**config.mk**
```make
export PLATFORM = sky130hd
export DESIGN_NAME = swd_resp_ctrl
export DESIGN_NICKNAME = d
export VERILOG_FILES = /design/src/rtl/swd_resp_pkg.sv /design/src/rtl/swd_req_classify.sv /design/src/rtl/swd_ack_select.sv /design/src/rtl/swd_sticky_bank.sv /design/src/rtl/swd_resp_ctrl.sv
export SDC_FILE = /design/constraint.sdc
export NUM_CORES = 1
export LEC_CHECK = 0
export BUFFER_PORTS_ARGS = -buffer_cell sky130_fd_sc_hd__clkbuf_2
export CAP_MARGIN = 20
export CORE_AREA = 2 2 39 41
export DETAILED_ROUTE_END_ITERATION = 12
export DIE_AREA = 0 0 41 43
export GPL_TIMING_DRIVEN = 0
export PLACE_DENSITY = 0.65
export SLEW_MARGIN = 20
export SYNTH_ARGS = -nofsm -noshare
export SYNTH_HDL_FRONTEND = slang
export SYNTH_HIERARCHICAL = 1
export SYNTH_SLANG_ARGS = --single-unit
```
**constraint.sdc**
```tcl
create_clock -name clk -period 1.85 [get_ports clk]
set_input_delay 0.185 -clock clk [delete_from_list [all_inputs] [get_ports clk]]
set_output_delay 0.185 -clock clk [all_outputs]
set_load 0.03 [all_outputs]
```
**src/rtl/swd_resp_pkg.sv**
```systemverilog
package swd_resp_pkg;

  typedef enum logic [2:0] {
    ACK_NONE  = 3'b000,
    ACK_OK    = 3'b001,
    ACK_WAIT  = 3'b010,
    ACK_FAULT = 3'b100
  } ack_e;

  localparam int ADDR_W    = 2;
  localparam int NUM_FLAGS = 4;

  // flag vector positions
  localparam int F_ORUN = 0;
  localparam int F_CMP  = 1;
  localparam int F_ERR  = 2;
  localparam int F_WDE  = 3;

  // abort register clear-bit positions (decoded by software)
  localparam int ABT_LO   = 1;
  localparam int ABT_HI   = 4;
  localparam int ABT_CMP  = 1;
  localparam int ABT_ERR  = 2;
  localparam int ABT_WDE  = 3;
  localparam int ABT_ORUN = 4;

  // which abort bit clears a given flag
  function automatic int clr_pos(input int flag);
    case (flag)
      F_ORUN:  return ABT_ORUN;
      F_CMP:   return ABT_CMP;
      F_ERR:   return ABT_ERR;
      default: return ABT_WDE;
    endcase
  endfunction

  // requests that bypass WAIT and FAULT: id read, status read, abort write
  function automatic logic req_exempt(input logic ap, input logic rd,
                                      input logic [ADDR_W-1:0] addr);
    if (ap) return 1'b0;
    if (rd) return (addr[1] == 1'b0);
    return (addr == '0);
  endfunction

  // priority: exemption, then sticky fault, then stall, else OK
  function automatic ack_e pick_ack(input logic exempt, input logic any_sticky,
                                    input logic stall);
    if (exempt)     return ACK_OK;
    if (any_sticky) return ACK_FAULT;
    if (stall)      return ACK_WAIT;
    return ACK_OK;
  endfunction

endpackage

```
**src/rtl/swd_req_classify.sv**
```systemverilog
module swd_req_classify
  import swd_resp_pkg::*;
(
  input  logic              req_ap_i,
  input  logic              req_rd_i,
  input  logic [ADDR_W-1:0] req_addr_i,
  input  logic              ap_busy_i,
  input  logic              ap_rd_pending_i,
  output logic              exempt_o,
  output logic              stall_o
);

  assign exempt_o = req_exempt(req_ap_i, req_rd_i, req_addr_i);
  // an access-port read must also wait for the previous read result
  assign stall_o  = ap_busy_i | (req_ap_i & req_rd_i & ap_rd_pending_i);

  always_comb begin
    if (exempt_o) a_r1_exempt_is_dp : assert (!req_ap_i);
  end

endmodule

```
**src/rtl/swd_ack_select.sv**
```systemverilog
module swd_ack_select
  import swd_resp_pkg::*;
(
  input  logic       clk,
  input  logic       rst_n,
  input  logic       req_valid_i,
  input  logic       req_rd_i,
  input  logic       exempt_i,
  input  logic       stall_i,
  input  logic       any_sticky_i,
  input  logic       orun_en_i,
  output logic       nonok_o,
  output logic       ack_valid_o,
  output logic [2:0] ack_o,
  output logic       data_phase_o,
  output logic       drive_rdata_o
);

  ack_e decision;
  ack_e ack_q;

  always_comb decision = pick_ack(exempt_i, any_sticky_i, stall_i);

  // named event: a request answered with WAIT or FAULT in this cycle
  assign nonok_o = req_valid_i && (decision != ACK_OK);

  always_ff @(posedge clk or negedge rst_n) begin
    if (!rst_n) begin
      ack_valid_o   <= 1'b0;
      ack_q         <= ACK_NONE;
      data_phase_o  <= 1'b0;
      drive_rdata_o <= 1'b0;
    end else begin
      ack_valid_o   <= req_valid_i;
      ack_q         <= req_valid_i ? decision : ACK_NONE;
      data_phase_o  <= req_valid_i && ((decision == ACK_OK) || orun_en_i);
      drive_rdata_o <= req_valid_i && (decision == ACK_OK) && req_rd_i;
    end
  end

  assign ack_o = ack_q;

  a_r1_exempt_ok : assert property (@(posedge clk) disable iff (!rst_n)
    req_valid_i && exempt_i |=> ack_o == ACK_OK);

  a_r2_fault_on_sticky : assert property (@(posedge clk) disable iff (!rst_n)
    req_valid_i && !exempt_i && any_sticky_i |=> ack_o == ACK_FAULT);

  a_r3_wait_on_stall : assert property (@(posedge clk) disable iff (!rst_n)
    req_valid_i && !exempt_i && !any_sticky_i && stall_i |=> ack_o == ACK_WAIT);

  a_r4_onehot_ack : assert property (@(posedge clk) disable iff (!rst_n)
    ack_valid_o |-> $countones(ack_o) == 1);

  a_r4_quiet_ack : assert property (@(posedge clk) disable iff (!rst_n)
    !ack_valid_o |-> ack_o == ACK_NONE && !data_phase_o);

  a_r6_ok_has_data : assert property (@(posedge clk) disable iff (!rst_n)
    ack_valid_o && ack_o == ACK_OK |-> data_phase_o);

  a_r6_drive_only_ok : assert property (@(posedge clk) disable iff (!rst_n)
    drive_rdata_o |-> ack_o == ACK_OK);

  a_r6_nonok_phase : assert property (@(posedge clk) disable iff (!rst_n)
    nonok_o |=> data_phase_o == $past(orun_en_i));

endmodule

```
**src/rtl/swd_sticky_bank.sv**
```systemverilog
module swd_sticky_bank #(
  parameter int N = 4
) (
  input  logic         clk,
  input  logic         rst_n,
  input  logic [N-1:0] set_i,
  input  logic [N-1:0] clr_i,
  output logic [N-1:0] flags_o
);

  for (genvar i = 0; i < N; i++) begin : g_flag
    always_ff @(posedge clk or negedge rst_n) begin
      if (!rst_n)         flags_o[i] <= 1'b0;
      else if (set_i[i])  flags_o[i] <= 1'b1;   // set beats clear
      else if (clr_i[i])  flags_o[i] <= 1'b0;
    end

    a_r8_set_wins : assert property (@(posedge clk) disable iff (!rst_n)
      set_i[i] |=> flags_o[i]);

    a_r8_clear_works : assert property (@(posedge clk) disable iff (!rst_n)
      clr_i[i] && !set_i[i] |=> !flags_o[i]);

    a_r8_sticky_hold : assert property (@(posedge clk) disable iff (!rst_n)
      !clr_i[i] && flags_o[i] |=> flags_o[i]);

    a_r8_no_spurious : assert property (@(posedge clk) disable iff (!rst_n)
      !set_i[i] && !flags_o[i] |=> !flags_o[i]);
  end

endmodule

```
**src/rtl/swd_resp_ctrl.sv**
```systemverilog
module swd_resp_ctrl
  import swd_resp_pkg::*;
(
  input  logic                clk,
  input  logic                rst_n,
  input  logic                req_valid_i,
  input  logic                req_ap_i,
  input  logic                req_rd_i,
  input  logic [ADDR_W-1:0]   req_addr_i,
  input  logic                ap_busy_i,
  input  logic                ap_rd_pending_i,
  input  logic                wdata_perr_i,
  input  logic                err_event_i,
  input  logic                cmp_event_i,
  input  logic                ctrl_wr_i,
  input  logic                ctrl_orun_en_i,
  input  logic                abort_wr_i,
  input  logic [ABT_HI:ABT_LO] abort_wdata_i,
  output logic                ack_valid_o,
  output logic [2:0]          ack_o,
  output logic                data_phase_o,
  output logic                drive_rdata_o,
  output logic                orun_en_o,
  output logic [NUM_FLAGS-1:0] sticky_o
);

  logic                 exempt, stall, nonok, any_sticky, orun_en_q;
  logic [NUM_FLAGS-1:0] flag_set, flag_clr;

  assign any_sticky = |sticky_o;
  assign orun_en_o  = orun_en_q;

  // control write touches only the overrun enable; sticky bits ignore it
  always_ff @(posedge clk or negedge rst_n) begin
    if (!rst_n)         orun_en_q <= 1'b0;
    else if (ctrl_wr_i) orun_en_q <= ctrl_orun_en_i;
  end

  swd_req_classify i_classify (
    .req_ap_i        (req_ap_i),
    .req_rd_i        (req_rd_i),
    .req_addr_i      (req_addr_i),
    .ap_busy_i       (ap_busy_i),
    .ap_rd_pending_i (ap_rd_pending_i),
    .exempt_o        (exempt),
    .stall_o         (stall)
  );

  swd_ack_select i_ack (
    .clk           (clk),
    .rst_n         (rst_n),
    .req_valid_i   (req_valid_i),
    .req_rd_i      (req_rd_i),
    .exempt_i      (exempt),
    .stall_i       (stall),
    .any_sticky_i  (any_sticky),
    .orun_en_i     (orun_en_q),
    .nonok_o       (nonok),
    .ack_valid_o   (ack_valid_o),
    .ack_o         (ack_o),
    .data_phase_o  (data_phase_o),
    .drive_rdata_o (drive_rdata_o)
  );

  // set sources per flag
  always_comb begin
    flag_set         = '0;
    flag_set[F_ORUN] = orun_en_q & (nonok | wdata_perr_i);
    flag_set[F_CMP]  = cmp_event_i;
    flag_set[F_ERR]  = err_event_i;
    flag_set[F_WDE]  = wdata_perr_i;
  end

  // clear sources: one abort bit per flag
  for (genvar i = 0; i < NUM_FLAGS; i++) begin : g_clr
    assign flag_clr[i] = abort_wr_i & abort_wdata_i[clr_pos(i)];
  end

  swd_sticky_bank #(.N(NUM_FLAGS)) i_sticky (
    .clk     (clk),
    .rst_n   (rst_n),
    .set_i   (flag_set),
    .clr_i   (flag_clr),
    .flags_o (sticky_o)
  );

  a_r5_orun_on_nonok : assert property (@(posedge clk) disable iff (!rst_n)
    nonok && orun_en_q |=> sticky_o[F_ORUN]);

  a_r5_no_orun_when_off : assert property (@(posedge clk) disable iff (!rst_n)
    !orun_en_q && !sticky_o[F_ORUN] |=> !sticky_o[F_ORUN]);

  a_r7_perr_sets_wde : assert property (@(posedge clk) disable iff (!rst_n)
    wdata_perr_i |=> sticky_o[F_WDE]);

  a_r9_enable_hold : assert property (@(posedge clk) disable iff (!rst_n)
    !ctrl_wr_i |=> $stable(orun_en_o));

  a_r10_err_sets : assert property (@(posedge clk) disable iff (!rst_n)
    err_event_i |=> sticky_o[F_ERR]);

endmodule

```
==> impl_metrics.tcl <==
set metrics [dict create \
    slew_violations 0 \
    crit_family "simple AND/OR/NAND/NOR gates" \
    ys_seq_area_frac 0.5995 \
    cts_tree "built" \
    grt_pass1_wl_mm 1.283 \
    finalHoldViolCount 0 \
    worst_pin_slew_ns 0.3691 \
    whs_ns 0.1007 \
    synth-seq-cells 11 \
    postPlaceCellArea_um2 624.3 \
    die_width_um 41 \
    yosysWarnings 6 \
    grt_usage 0.1160 \
    die_y_um 43 \
    drive_gt1_frac 0.5429 \
    ys_types 15 \
    outcome "complete, no violations" \
    place_hpwl_um 726.4 \
    pre_cts_slack_ns 0.1780 \
    post-route-min-period_ns 1.661 \
    htree_levels 1 \
    setup_viol 0 \
    arrival_ns 1.82 \
    drt_wl_total_um 884 \
    final.period_utilization 0.8976 \
    rows 14 \
    nets 90 \
    cts_buffers 3 \
    slowest_delay_ns 0.56 \
    maxCapViolCount 0 \
    crit_required_ns 2.01 \
    dieArea_um2 1763 \
    drtAntennaViolNets 0 \
    fillCellCount 136 \
    leakage_nw 0.3576 \
    dr.pass1.iters 1 \
    syn_area_per_cell_um2 12.76 \
    syn2layout_area_growth_pct 43.87 \
    vdd_drop_max_mv 0.4111 \
    clkSinkCount 11 \
    setup_tns_ns 0 \
    fmax_mhz 602.2 \
    netlist_area_um2 459.2 \
    path_buf_inv 0 \
    netlist_instances 36 \
    path_class "reg2reg" \
    grt_max_degree 12 \
    wire_per_inst_um 10.28 \
    utilization 0.4774 \
    end_kind "flip-flop" \
    grt_pass1_vias 327 \
    initial_core_util 0.3318 \
    path_max_fanout 4 \
    coreArea_um2 1384 \
    rsz0062_at_grt "false" \
    clk_pin_slew_ns 0.07 \
    grt_overflow_total 0 \
    vias_per_cell 4.419 \
    synthesis.nets 55 \
    finalWorstSetupSlack_ns 0.1895 \
    clk_path_buf_depth 2 \
    hold_class "in2reg" \
    place.gp.congestion 0.6006 \
    max-slew-margin-rel 0.7535 \
    fin_skew_ns 0.009630 \
    insertion_delay_ns 0.26 \
    path_cells "or4_1 > nor2_2 > nor3b_1 > o21a_1 > a21o_1" \
    clockRootBuffer "clkbuf_4" \
    critPathSlowestCell "or4_1" \
    numPortBuffers 29 \
    boundaryPins 30 \
    num_vias 380 \
    power.density_nw_per_um2 795.0 \
    postCtsSetupBuffers 0 \
    drcViolationCount 0 \
    drt_iter0_markers 0 \
    grt_antenna_before_repair 0 \
    fin_area_um2 660.6 \
    start_kind "flip-flop" \
    antenna_cells 0 \
]
[synth_stat cells (all sizes together)]
master	instances	share of area
o211a	1	0.022
and2	4	0.054
a211oi	1	0.027
nor3b	1	0.016
or4	1	0.016
dfrtp	11	0.60
and4bb	1	0.027
inv	5	0.041
a31o	1	0.019
and3b	1	0.022
o31a	1	0.019
o21a	2	0.033
a21o	4	0.065
mux2	1	0.025
nor2	1	0.014
[layout by cell type (no fill, tap or decap), types with 2 or more instances in the layout]
cell | netlist | final
clkbuf_2 | 0 | 29
dfrtp_1 | 11 | 11
inv_1 | 5 | 5
and2_1 | 4 | 4
a21o_1 | 4 | 4
clkbuf_4 | 0 | 3
o21a_1 | 2 | 2
[final timing paths]
path / from / end / slack, ns / depth (start not counted)
worst max-delay path: i_sticky/flags_o[0]$_DFFE_PN0P_ / i_sticky/flags_o[0]$_DFFE_PN0P_ / 0.19 / 5
min in group asynchronous: rst_n / i_ack/ack_valid_o$_DFF_PN0_ / 0.32 / 2
worst min register to register: i_sticky/flags_o[1]$_DFFE_PN0P_ / i_sticky/flags_o[1]$_DFFE_PN0P_ / 0.50 / 1
worst min-delay path: req_valid_i / i_ack/ack_valid_o$_DFF_PN0_ / 0.10 / 1
worst max register to register: i_sticky/flags_o[0]$_DFFE_PN0P_ / i_sticky/flags_o[0]$_DFFE_PN0P_ / 0.19 / 5
max in group asynchronous: rst_n / i_sticky/flags_o[1]$_DFFE_PN0P_ / 1.30 / 2
[report_power, final]
part / internal (mW) / leakage (nW) / switching, mW
registers: 0.256 / 0.130 / 0.00963
clock network: 0.0832 / 0.0150 / 0.0750
logic: 0.0423 / 0.212 / 0.0593
total: 0.381 / 0.358 / 0.144
[cell type report]
class | instances | area (µm²) | area share
Sequential cell | 11 | 275.3 | 0.4167
Tap cell | 16 | 20.02 | 0.03030
Inverter | 5 | 18.77 | 0.02841
Timing Repair Buffer | 30 | 155.1 | 0.2348
Multi-Input combinational cell | 20 | 165.2 | 0.2500
Clock buffer | 4 | 26.28 | 0.03977
[through the flow]
step / total power, mW / cells
floorplan: 0.3251 / 36
global route: 0.5538 / 86
detailed placement: 0.3720 / 81
finish: 0.5252 / 86
global placement: 0.3699 / 81
CTS: 0.5347 / 86
[sequential cells by signal, summed over array words and instances, names as in the netlist]
name                 count
i_sticky/flags_o         4
orun_en_o                1
i_ack/ack_o              3
i_ack/ack_valid_o        1
i_ack/drive_rdata_o      1
i_ack/data_phase_o       1
[metal layers]
metal / global-route usage / vias to the layer above / share of wire / wire [µm]
met5: 0 / - / 0 / 0
met4: 0.1000 / 0 / 0.012 / 11
met3: 0.03665 / 2 / 0.13 / 114
met2: 0.1844 / 25 / 0.46 / 404
met1: 0.1107 / 160 / 0.40 / 354
li1: - / 193 / - / -
[timing repair]
item	in CTS	in global routing
hold endpoints to repair	11	0
hold buffers	1	0
resized for setup	0	0
[logic make-up (layout without fill, tap and decap cells)]
kind of cell,after synthesis,after routing,share of synthesized area
muxes,1,1,0.02452
DFF,11,11,0.5994
buffers and inverters,5,39,0.04088
AOI/OAI and AO/OA,10,10,0.1853
and+or+nand+nor,9,9,0.1499
No activity file was read; power rests on OpenSTA's default activity.
